File: src/rtl/adc_ctrl_pkg.sv
package adc_ctrl_pkg;

    // Sequencer phases
    typedef enum logic [1:0] {
        PH_IDLE  = 2'd0,
        PH_PULSE = 2'd1,
        PH_LOW   = 2'd2,
        PH_HIGH  = 2'd3
    } phase_t;

    // Convert a duration in nanoseconds into whole clock cycles, rounding up
    function automatic int ns_to_cycles(input longint hz, input longint ns);
        longint prod;
        prod = hz * ns;
        return int'((prod + 64'd999_999_999) / 64'd1_000_000_000);
    endfunction

    function automatic int max_int(input int a, input int b);
        return (a > b) ? a : b;
    endfunction

endpackage

File: src/rtl/adc_eoc_sync.sv
module adc_eoc_sync #(
    parameter int STAGES = 2
) (
    input  logic clk,
    input  logic rst_n,
    input  logic async_i,
    output logic sync_o
);

    typedef struct packed {
        logic [STAGES-1:0] chain;
    } sync_regs_t;

    sync_regs_t r_d, r_q;

    always_comb begin
        r_d = r_q;
        r_d.chain[0] = async_i;
        for (int i = 1; i < STAGES; i++) begin
            r_d.chain[i] = r_q.chain[i-1];
        end
    end

    always_ff @(posedge clk or negedge rst_n) begin
        if (!rst_n) begin
            r_q <= '0;
        end else begin
            r_q <= r_d;
        end
    end

    assign sync_o = r_q.chain[STAGES-1];

endmodule

File: src/rtl/adc_interval_timer.sv
module adc_interval_timer #(
    parameter int CW = 8
) (
    input  logic          clk,
    input  logic          rst_n,
    input  logic          load_i,
    input  logic [CW-1:0] load_val_i,
    input  logic          dec_i,
    output logic          zero_o
);

    typedef struct packed {
        logic [CW-1:0] cnt;
    } timer_regs_t;

    timer_regs_t r_d, r_q;

    always_comb begin
        r_d = r_q;
        if (load_i) begin
            r_d.cnt = load_val_i;
        end else if (dec_i) begin
            r_d.cnt = r_q.cnt - 1'b1;
        end
    end

    always_ff @(posedge clk or negedge rst_n) begin
        if (!rst_n) begin
            r_q <= '0;
        end else begin
            r_q <= r_d;
        end
    end

    assign zero_o = (r_q.cnt == '0);


    timer_no_wrap_chk: assert property (@(posedge clk) disable iff (!rst_n)
        (dec_i && !load_i) |-> !zero_o);

endmodule

File: src/rtl/adc_conv_seq.sv
module adc_conv_seq
    import adc_ctrl_pkg::*;
#(
    parameter int DATA_W    = 8,
    parameter int CW        = 8,
    parameter int PULSE_CYC = 4,
    parameter int TMO_CYC   = 40
) (
    input  logic              clk,
    input  logic              rst_n,
    input  logic              req_i,
    input  logic              eoc_s_i,
    input  logic [DATA_W-1:0] data_i,
    input  logic              tmr_zero_i,
    output logic              tmr_load_o,
    output logic [CW-1:0]     tmr_val_o,
    output logic              tmr_dec_o,
    output logic              start_o,
    output logic              busy_o,
    output logic [DATA_W-1:0] data_o,
    output logic              valid_o,
    output logic              err_o
);

    localparam logic [CW-1:0] PULSE_LOAD = CW'(PULSE_CYC - 1);
    localparam logic [CW-1:0] TMO_LOAD   = CW'(TMO_CYC - 1);

    typedef struct packed {
        phase_t            phase;
        logic              start;
        logic              valid;
        logic              err;
        logic [DATA_W-1:0] data;
    } seq_regs_t;

    seq_regs_t r_d, r_q;

    always_comb begin
        r_d        = r_q;
        r_d.valid  = 1'b0;
        tmr_load_o = 1'b0;
        tmr_val_o  = '0;
        tmr_dec_o  = 1'b0;

        unique case (r_q.phase)
            PH_IDLE: begin
                if (req_i) begin
                    r_d.phase  = PH_PULSE;
                    r_d.start  = 1'b1;
                    r_d.err    = 1'b0;
                    tmr_load_o = 1'b1;
                    tmr_val_o  = PULSE_LOAD;
                end
            end
            PH_PULSE: begin
                if (tmr_zero_i) begin
                    r_d.phase  = PH_LOW;
                    r_d.start  = 1'b0;
                    tmr_load_o = 1'b1;
                    tmr_val_o  = TMO_LOAD;
                end else begin
                    tmr_dec_o = 1'b1;
                end
            end
            PH_LOW, PH_HIGH: begin
                if (r_q.phase == PH_HIGH && eoc_s_i) begin
                    r_d.data  = data_i;
                    r_d.valid = 1'b1;
                    r_d.phase = PH_IDLE;
                end else if (tmr_zero_i) begin
                    r_d.err   = 1'b1;
                    r_d.phase = PH_IDLE;
                end else begin
                    tmr_dec_o = 1'b1;
                    if (r_q.phase == PH_LOW && !eoc_s_i) begin
                        r_d.phase = PH_HIGH;
                    end
                end
            end
            default: r_d.phase = PH_IDLE;
        endcase
    end

    always_ff @(posedge clk or negedge rst_n) begin
        if (!rst_n) begin
            r_q <= '{phase: PH_IDLE, start: 1'b0, valid: 1'b0, err: 1'b0, data: '0};
        end else begin
            r_q <= r_d;
        end
    end

    assign start_o = r_q.start;
    assign busy_o  = (r_q.phase != PH_IDLE);
    assign data_o  = r_q.data;
    assign valid_o = r_q.valid;
    assign err_o   = r_q.err;


    no_capture_before_low_chk: assert property (@(posedge clk) disable iff (!rst_n)
        (r_q.phase == PH_LOW) |=> !valid_o);


    data_hold_chk: assert property (@(posedge clk) disable iff (!rst_n)
        !valid_o |-> $stable(data_o));

endmodule

File: src/rtl/adc_conv_ctrl.sv
module adc_conv_ctrl
    import adc_ctrl_pkg::*;
#(
    parameter int CLK_HZ      = 50_000_000,
    parameter int START_NS    = 2_000,
    parameter int CONV_NS     = 20_000,
    parameter int DATA_W      = 8,
    parameter int SYNC_STAGES = 2
) (
    input  logic              clk,
    input  logic              rst_n,
    input  logic              req_i,
    input  logic              eoc_i,
    input  logic [DATA_W-1:0] data_i,
    output logic              start_o,
    output logic              busy_o,
    output logic [DATA_W-1:0] data_o,
    output logic              valid_o,
    output logic              err_o
);

    localparam int PULSE_CYC = max_int(1, ns_to_cycles(longint'(CLK_HZ), longint'(START_NS)));
    localparam int TMO_CYC   = max_int(1, ns_to_cycles(longint'(CLK_HZ), 2 * longint'(CONV_NS)));
    localparam int MAX_CYC   = max_int(PULSE_CYC, TMO_CYC);
    localparam int CW        = $clog2(MAX_CYC + 1);

    logic          eoc_s;
    logic          tmr_load;
    logic [CW-1:0] tmr_val;
    logic          tmr_dec;
    logic          tmr_zero;

    adc_eoc_sync #(
        .STAGES (SYNC_STAGES)
    ) u_sync (
        .clk     (clk),
        .rst_n   (rst_n),
        .async_i (eoc_i),
        .sync_o  (eoc_s)
    );

    adc_interval_timer #(
        .CW (CW)
    ) u_timer (
        .clk        (clk),
        .rst_n      (rst_n),
        .load_i     (tmr_load),
        .load_val_i (tmr_val),
        .dec_i      (tmr_dec),
        .zero_o     (tmr_zero)
    );

    adc_conv_seq #(
        .DATA_W    (DATA_W),
        .CW        (CW),
        .PULSE_CYC (PULSE_CYC),
        .TMO_CYC   (TMO_CYC)
    ) u_seq (
        .clk        (clk),
        .rst_n      (rst_n),
        .req_i      (req_i),
        .eoc_s_i    (eoc_s),
        .data_i     (data_i),
        .tmr_zero_i (tmr_zero),
        .tmr_load_o (tmr_load),
        .tmr_val_o  (tmr_val),
        .tmr_dec_o  (tmr_dec),
        .start_o    (start_o),
        .busy_o     (busy_o),
        .data_o     (data_o),
        .valid_o    (valid_o),
        .err_o      (err_o)
    );


    start_in_busy_chk: assert property (@(posedge clk) disable iff (!rst_n)
        start_o |-> busy_o);


    start_only_from_idle_chk: assert property (@(posedge clk) disable iff (!rst_n)
        $rose(start_o) |-> ($past(req_i) && !$past(busy_o)));


    valid_single_chk: assert property (@(posedge clk) disable iff (!rst_n)
        valid_o |=> !valid_o);


    err_exclusive_chk: assert property (@(posedge clk) disable iff (!rst_n)
        $rose(err_o) |-> (!valid_o && !busy_o));


    err_clear_chk: assert property (@(posedge clk) disable iff (!rst_n)
        $fell(err_o) |-> $rose(start_o));

endmodule

File: config.mk
export PLATFORM = sky130hd
export DESIGN_NAME = adc_conv_ctrl
export DESIGN_NICKNAME = d
export VERILOG_FILES = /design/src/rtl/adc_ctrl_pkg.sv /design/src/rtl/adc_eoc_sync.sv /design/src/rtl/adc_interval_timer.sv /design/src/rtl/adc_conv_seq.sv /design/src/rtl/adc_conv_ctrl.sv
export SDC_FILE = /design/constraint.sdc
export NUM_CORES = 1
export LEC_CHECK = 0
export ABC_AREA = 1
export BUFFER_PORTS_ARGS = -buffer_cell sky130_fd_sc_hd__buf_2
export CORE_ASPECT_RATIO = 1.1
export CORE_MARGIN = 10
export CORE_UTILIZATION = 50
export DETAILED_ROUTE_END_ITERATION = 12
export HOLD_SLACK_MARGIN = 0.15
export PLACE_DENSITY_LB_ADDON = 0.05
export SYNTH_ARGS = -nofsm -noshare
export SYNTH_HDL_FRONTEND = slang
export SYNTH_SLANG_ARGS = --single-unit
File: constraint.sdc
create_clock -name clk -period 1.5 [get_ports clk]
set_input_delay 0.075 -clock clk [delete_from_list [all_inputs] [get_ports clk]]
set_output_delay 0.075 -clock clk [all_outputs]
set_load 0.02 [all_outputs]
## Yosys cells after proc, flatten, opt, wreduce, memory -nomap -nowiden

Index checks and enable logic that the tools add are counted.

- Logic and storage cells: 54
- Input bits: 12
- Output and inout port bits: 12
- Flip-flop bits (word level): 26

- Equality and inequality tests: 8
- Reductions and logical operators: 14
- Mux-type cells: 24
- Add/subtract/negate cells: 1

Operators with widths:

| operator | number |
|---|---|
| two-way mux 11 bit | 3 |
| case mux 11 bit (2 select lines) | 1 |
| logical NOT 11 bit | 1 |
| subtractor 11 x 1 -> 11 bit (second input constant) | 1 |
| two-way mux 1 bit | 9 |
| != test 2 bit (second input constant) | 4 |
| case mux 1 bit (2 select lines) | 4 |
| nonzero test 2 bit | 4 |
| two-way mux 7 bit | 1 |
| two-way mux 2 bit | 3 |
| two-way mux 3 bit | 2 |
| case mux 2 bit (3 select lines) | 1 |
| AND reduction 3 bit | 2 |
| equality test 2 bit (second input constant) | 2 |
| != test 4 x 2 -> 1 bit (second input constant) | 1 |
| AND reduction 4 bit | 1 |
| equality test 2 x 1 -> 1 bit (second input constant) | 1 |
| logical AND 1 bit | 2 |
| logical NOT 2 bit | 1 |
| AND reduction 2 bit | 1 |
| OR reduction 2 bit | 1 |
| logical NOT 1 bit | 1 |

## Depth between registers and ports, before layout

Gate-level depths: netlist (run 1).

- Depth in word-level cells: 6
- Gate-level depth with buffers: 10
- Depth with buffers taken out: 10

## Cells and area by module

A second synthesis (run 1) with hierarchy kept.

- Cells, all modules: 190
- Area, all modules: 1483.9 sq um

Modules (own cells, without submodules):

| module | area each (sq um) | cells each | instances | sequential area each (sq um) |
|---|---|---|---|---|
| adc_conv_seq | 730.7 | 92 | 1 | 325.3 |
| adc_interval_timer | 703.2 | 96 | 1 | 275.3 |
| adc_eoc_sync | 50.0 | 2 | 1 | 50.0 |

## Worst setup path before layout (run 1)

Ideal clock, no wire load.

- Path type: flip-flop to flip-flop
- From: register u_timer.r_q[0] (netlist name)
- To: register u_timer.r_q[3] (netlist name)
- Setup time: 131 ps
- Cell stages (with the launch flop): 11
- Setup slack: -120 ps
- Path buffers: 1
- Data required time: 1369 ps
- Clock period less this slack: 1620 ps
- Data arrival time: 1489 ps
- Cells stage by stage: dfrtp_1 inv_1 ha_1 nand2_1 nor2_2 nand3_4 nand2_4 nand3_2 buf_6 nor2_2 a21oi_2

- Word-level cells in the longest chain between the ends: 5
- Elaborated cells on any way between the ends: 12
- Classes of those cells: 1 x add/sub; 9 x mux; 2 x reduce/logical

RTL lines:

| item | RTL line | source |
|---|---|---|
| start, declared | adc_interval_timer.sv:16 | `timer_regs_t r_d, r_q;` |
| start signal, assigned | adc_interval_timer.sv:31 | `r_q <= r_d;` |
| branches (longest 5 deep; another with subtractor 11 x 1 -> 11 bit) | - |  |

Several ways; the timed one is not identified. The select of a mux whose other input is x is not followed.
A chain may end at the register's enable or synchronous reset.

## Final worst setup path (run 1)

- From: register u_timer.r_q[1] (netlist name)
- To: register u_timer.r_q[9] (netlist name)

The elaborated chain is that of the path after synthesis.

==> reports/metrics.yaml, run 1 <==
status:
  run_status: "completed"
layout:
  nNetsFinal: 241
  stdcell_area_um2: 1940
  syn2layout_area_growth_pct: 34.4
  layout_common_cells: "nand2_1, dfrtp_1, buf_4"
  drive_gt1_share_pct: 39.6
  final_common_cell: "nand2_1"
  insertedDiodeCount: 0
  fillers: 219
  instances_no_fill: 260
yosys:
  syn_area_um2: 1440
  synth_cell_types: 28
  synthesis.nets: 186
  synth_seq_cells: 26
  synth_area_per_cell_um2: 8.33
  ys_seq_area_share_pct: 45.1
  synthFlopType: "dfrtp_1"
  synth-edff-count: 0
  postSynthCellCount: 173
  synth_warnings: 0
  async_flop_share_pct: 100
global_route:
  antenna_found_initial: 0
  overflow: 0
  grt_first_pass_wirelength_mm: 5.82
  grtUsageTotal_pct: 12.6
  grt_pass1_vias: 1376
  grt_max_degree: 27
routing:
  avgRoutedWirePerCell_um: 12.7
  avgViaCountPerCell: 4.91
  drc: 0
  wirelength_mm: 3.31
  vias: 1277
  initialDrtViolationCount: 39
  ant_nets: 0
  drt_first_pass_iters: 4
timing:
  slew_violations: 0
  rsz0062_at_grt: "yes"
  period_share_pct: 99.6
  worst_slew_pin_slew_ns: 0.587
  tns_ns: 0
  finalSetupViolations: 0
  slew_headroom_pct: 60.9
  final_hold_viol_count: 0
  period_needed_ns: 1.49
  skew_ns: 0.00296
  fmax_mhz: 670
critical_path:
  criticalPathCategory: "flip-flop to flip-flop"
  cpMaxStageDelayCell: "dfrtp_1"
  r2r-start: "u_timer.r_q[1]"
  startpoint: "u_timer.r_q[1]"
  arrival_ns: 1.76
  worst-path-buf-inv: 3
  crit_path_start_kind: "flip-flop"
  critical-path-max-stage-delay_ns: 0.42
  path_common_cell: "a21oi_2"
  crit_required_ns: 1.76
  crit_chain: "inv_2 -> ha_4 -> nand2_1 -> nor2_4 -> nand3_4 -> inv_1 -> a21oi_2 -> buf_4 -> a21oi_2"
  path_max_fanout: 8
  critPathTopFamily: "flip-flops"
  worstSetupEndpointType: "flip-flop"
clocking:
  h-tree-depth: 1
  cts_buffer_depth: 2
  clock_latency_ns: 0.32
  cts_tree: "done"
  cts.sinks: 26
  clk_pin_slew_worst_paths_ns: 0.14
  cts_buffers: 3
  root_buffer: "clkbuf_4"
floorplanning:
  die_h_um: 76.3
  dieArea_um2: 5430
  ios: 24
  initial_core_util_pct: 51.9
  dieWidth_um: 71.2
  rows: 20
  core_um2: 2780
placement:
  place_area_um2: 1700
  port_buffers: 23
  gp_congestion: 0.835
  dp_hpwl_mm: 2.45
  dp.cells: 240
job:
  drv_cap: 0
power:
  power.density_nw_per_um2: 2110
  ir_worst_vdd_mv: 1.27
  p_leak_uw: 0.00101
worst_hold_path:
  min_from: "req_i"
  hold_class: "input port to flip-flop"
## per-layer routing
metal	routed length, um	vias up	GRT usage, %
met3	96	6	2.47
met1	1410	603	13.5
met4	53	0	4.84
li1	-	644	-
met2	1740	24	23.0
met5	0	-	0
## stage by stage
| step | util [%] | hold WS (ns) | total power [uW] | worst slack, ns |
|---|---|---|---|---|
| 6_report | 69.7 | 0.202 | 4090 | 0.00655 |
| 5_1_grt | 69.7 | 0.216 | 4450 | -0.0893 |
| 4_1_cts | 66.5 | 0.179 | 3940 | -0.00624 |
| 3_5_place_dp | 61.2 | 0.114 | 3510 | -0.0203 |
| 3_3_place_gp | 61.2 | 0.104 | 3450 | 0.0260 |
| 2_1_floorplan | - | -0.221 | 2890 | 0.000289 |
## cell families after synthesis
| kind of cell | share of synthesized area, % |
|---|---|
| compound gates | 8.16 |
| buf+inv | 10.6 |
| fa+ha+maj | 0.868 |
| flops | 45.1 |
| simple gates | 34.0 |
| xor+xnor | 1.22 |
## worst min-delay path: cells and delay by family
family	cells	cell delay (ns)
buffers and inverters	2	0.11
AND/OR/NAND/NOR	3	0.31
## path summary, 6_finish.rpt
check	slack, ns	endpoint	depth (start not counted)
worst max register to register	0.007	u_timer.r_q[9]	9
worst max-delay path	0.007	u_timer.r_q[9]	9
worst min register to register	0.37	u_sync.r_q[1]	0
max in group asynchronous	0.85	u_seq.r_q[12]	2
worst min-delay path	0.20	u_seq.r_q[12]	5
min in group asynchronous	0.27	u_timer.r_q[6]	2
## flip-flops by register name, summed over array words and instances (netlist names)
signal,flops
u_seq.data_o,8
u_sync.r_q,2
u_timer.r_q,11
u_seq.valid_o,1
u_seq.err_o,1
u_seq.r_q,2
u_seq.start_o,1
## synthesized netlist by cell type, types with 2 or more instances
cell type | count | area share (%)
nand2_4 | 2 | 1.6
buf_4 | 8 | 4.2
nand3_2 | 2 | 1.4
nand3_4 | 2 | 2.4
o21ai_2 | 6 | 3.6
nand4_1 | 3 | 1.3
nor2_1 | 10 | 2.6
nand3_1 | 16 | 5.6
nor2_4 | 4 | 3.1
a21oi_2 | 2 | 1.2
xor2_1 | 2 | 1.2
nand2_1 | 55 | 14
o21ai_0 | 2 | 0.69
inv_1 | 16 | 4.2
a21oi_1 | 2 | 0.69
dfrtp_1 | 26 | 45
nor2_2 | 3 | 1.3
inv_2 | 2 | 0.52
## area by class of cell
class	instances	area, um2	share of cell area, %
Multi-Input combinational cell	117	703	36.3
Timing Repair Buffer	60	429	22.2
Clock buffer	4	36.3	1.87
Tap cell	33	41.3	2.13
Inverter	20	76.3	3.94
Sequential cell	26	651	33.6
## power by group
group	switching (uW)	total, uW	leakage (uW)	internal, uW
Clock	205	353	0.0000210	149
Combinational	1440	2520	0.000674	1090
Sequential	228	1220	0.000317	991
Total	1870	4090	0.00101	2230
## timing repair
item                                   in CTS  in global routing
pin swaps                                   0                  4
resized for setup                           1                 13
gates cloned                                0                  0
endpoints found under the hold margin      35                  0
setup endpoints to repair                   4                 14
hold buffers                               10                  0
buffers inserted                            1                  5
Power figures use the tool's default switching activity.
==> run 2: changes to the inputs <==
--- a/config.mk
+++ b/config.mk
@@ -8,7 +8,6 @@
 export ABC_AREA = 1
 export BUFFER_PORTS_ARGS = -buffer_cell sky130_fd_sc_hd__buf_2
 export CORE_ASPECT_RATIO = 1.1
-export CORE_MARGIN = 10
 export CORE_UTILIZATION = 50
 export DETAILED_ROUTE_END_ITERATION = 12
 export HOLD_SLACK_MARGIN = 0.15
==> run 2 against run 1 <==
Effect of this change: sequential share of layout area rose by 0.60 points; first-iteration DRC count fell by 7.7%; core utilization fell by 0.59 points; fmax rose by 2.1%; non-clock buffer count fell by 3; global-route usage rose by 9.8 points; sequential cell count did not move; routed wire length fell by 8.8%; critical path depth rose by 1; critical path type unchanged; largest power group unchanged.
==> reports/metrics.yaml, run 2 (synthesis results as in run 1) <==
timing:
  period_needed_ns: 1.46
  period_share_pct: 97.5
  rsz0062_at_grt: "yes"
  layout_setup_ws_ns: 0.0370
  skew_ns: 0.00369
  final_hold_viol_count: 0
  finalSetupViolations: 0
  fmax_mhz: 684
  slew_headroom_pct: 62.1
  slew_violations: 0
  worst_slew_pin_slew_ns: 0.569
critical_path:
  reg2reg_slack_ns: 0.04
  arrival_ns: 1.68
  r2r-start: "u_timer.r_q[0]"
  criticalPathCategory: "flip-flop to flip-flop"
  startpoint: "u_timer.r_q[0]"
  worstSetupEndpointType: "flip-flop"
  crit_path_start_kind: "flip-flop"
  path_max_fanout: 5
  crit_required_ns: 1.72
  crit_chain: "inv_2 -> ha_4 -> nand2_4 -> nor2_4 -> nand3_4 -> nand2_4 -> nand3_4 -> buf_6 -> o21ai_2 -> o21ai_2"
  cpMaxStageDelayCell: "dfrtp_1"
  critical-path-max-stage-delay_ns: 0.40
routing:
  dr_wl_met3_um: 78
  avgRoutedWirePerCell_um: 11.7
  top_layer: "met4"
  wl_met1_mm: 1.35
  drc: 0
  dr_wl_met2_mm: 1.52
  avgViaCountPerCell: 4.87
  ant_nets: 0
  wirelength_mm: 3.02
  initialDrtViolationCount: 36
  vias: 1251
  drt_first_pass_iters: 4
floorplanning:
  ios: 24
  dieWidth_um: 53.2
  initial_core_util_pct: 52.4
  dieArea_um2: 3100
  die_h_um: 58.3
  core_um2: 2750
  rows: 20
layout:
  regMostFlops: "u_timer.r_q"
  utilization_pct: 69.1
  syn2layout_area_growth_pct: 32.0
  final_common_cell: "nand2_1"
  drive_gt1_share_pct: 38.8
  nNetsFinal: 238
  final-seq-area_um2: 651
  largest_register_ffs: 11
  multi_input_area_um2: 692
  instances_no_fill: 257
  stdcell_area_um2: 1900
  insertedDiodeCount: 0
  layout_common_cells: "nand2_1, dfrtp_1, buf_2"
  fillers: 244
power:
  p_leak_uw: 0.000994
  ir_worst_vdd_mv: 1.38
  power.density_nw_per_um2: 2120
placement:
  place_ws_ns: -0.000794
  place_area_um2: 1720
  dp.cells: 243
  gp_congestion: 0.833
  dp_hpwl_mm: 2.24
  port_buffers: 23
global_route:
  grt_first_pass_wirelength_mm: 5.13
  grt_max_degree: 27
  grt_pass1_vias: 1184
  antenna_found_initial: 0
  grtUsageTotal_pct: 22.3
  overflow: 0
job:
  drv_cap: 0
clocking:
  cts_buffers: 3
  cts.sinks: 26
  clk_pin_slew_worst_paths_ns: 0.14
  h-tree-depth: 1
  root_buffer: "clkbuf_4"
  cts_buffer_depth: 2
  cts_tree: "done"
  clock_latency_ns: 0.31
status:
  run_status: "completed"
worst_hold_path:
  hold_class: "input port to flip-flop"
  min_from: "req_i"
-- run 2: changes by cell type in the layout (fill, tap and decap cells not counted) --
cell / delta
a21oi_1: +1
nand3_2: -1
nor2_2: -1
nor2_4: +1
o21ai_4: -1
inv_2: +2
a21oi_2: -1
o21ai_2: +1
buf_4: -3
inv_1: -2
nand3_1: +1
-- run 2: where the power goes --
part | internal, uW | switching (uW) | total [uW]
Combinational | 1050 | 1420 | 2470
Clock | 148 | 204 | 352
Sequential | 991 | 220 | 1210
-- run 2: timing repair --
item,CTS,global route
pin swaps,0,7
setup endpoints to repair,4,13
gates cloned,0,0
resized for setup,3,11
endpoints found under the hold margin,35,0
setup buffers,0,0
hold buffers,10,0
-- run 2: per-stage QoR --
stage	setup TNS [ns]	hold slack, ns	power (uW)
after floorplan	0	-0.221	2890
after global placement	0	0.101	3470
after detailed placement	-0.000794	0.106	3530
after CTS	0	0.205	3960
after global routing	-0.132	0.252	4370
final	0	0.214	4030
-- run 2: layer usage --
layer | vias to the layer above | track usage (%)
met5 | - | 0
met3 | 7 | 3.36
met2 | 26 | 36.7
met1 | 575 | 29.2
met4 | 0 | 9.02
li1 | 643 | -
-- run 2: layout make-up --
type,instances,share of cell area (%)
timing repair buffer,57,21.4
tap,33,2.17
sequential,26,34.2
clock buffer,4,1.91
inverter,20,4.01
multi-input combinational,117,36.4
-- run 2: path summary, 6_finish.rpt --
kind | endpoint | cells past startpoint
setup / recovery | u_timer.r_q[0] | 10
hold / removal | u_seq.r_q[12] | 5
setup reg to reg | u_timer.r_q[0] | 10
hold reg to reg | u_sync.r_q[1] | 0
max in group asynchronous | u_timer.r_q[1] | 2
min in group asynchronous | u_timer.r_q[4] | 2
-- run 2: critical path, delay by kind of cell, from the launching register on --
family | cells | cell delay (ns)
adder cells (fa/ha/maj) | 1 | 0.16
AO/OA/AOI/OAI | 2 | 0.11
AND/OR/NAND/NOR | 5 | 0.46
buffers and inverters | 2 | 0.23
flip-flops | 1 | 0.40
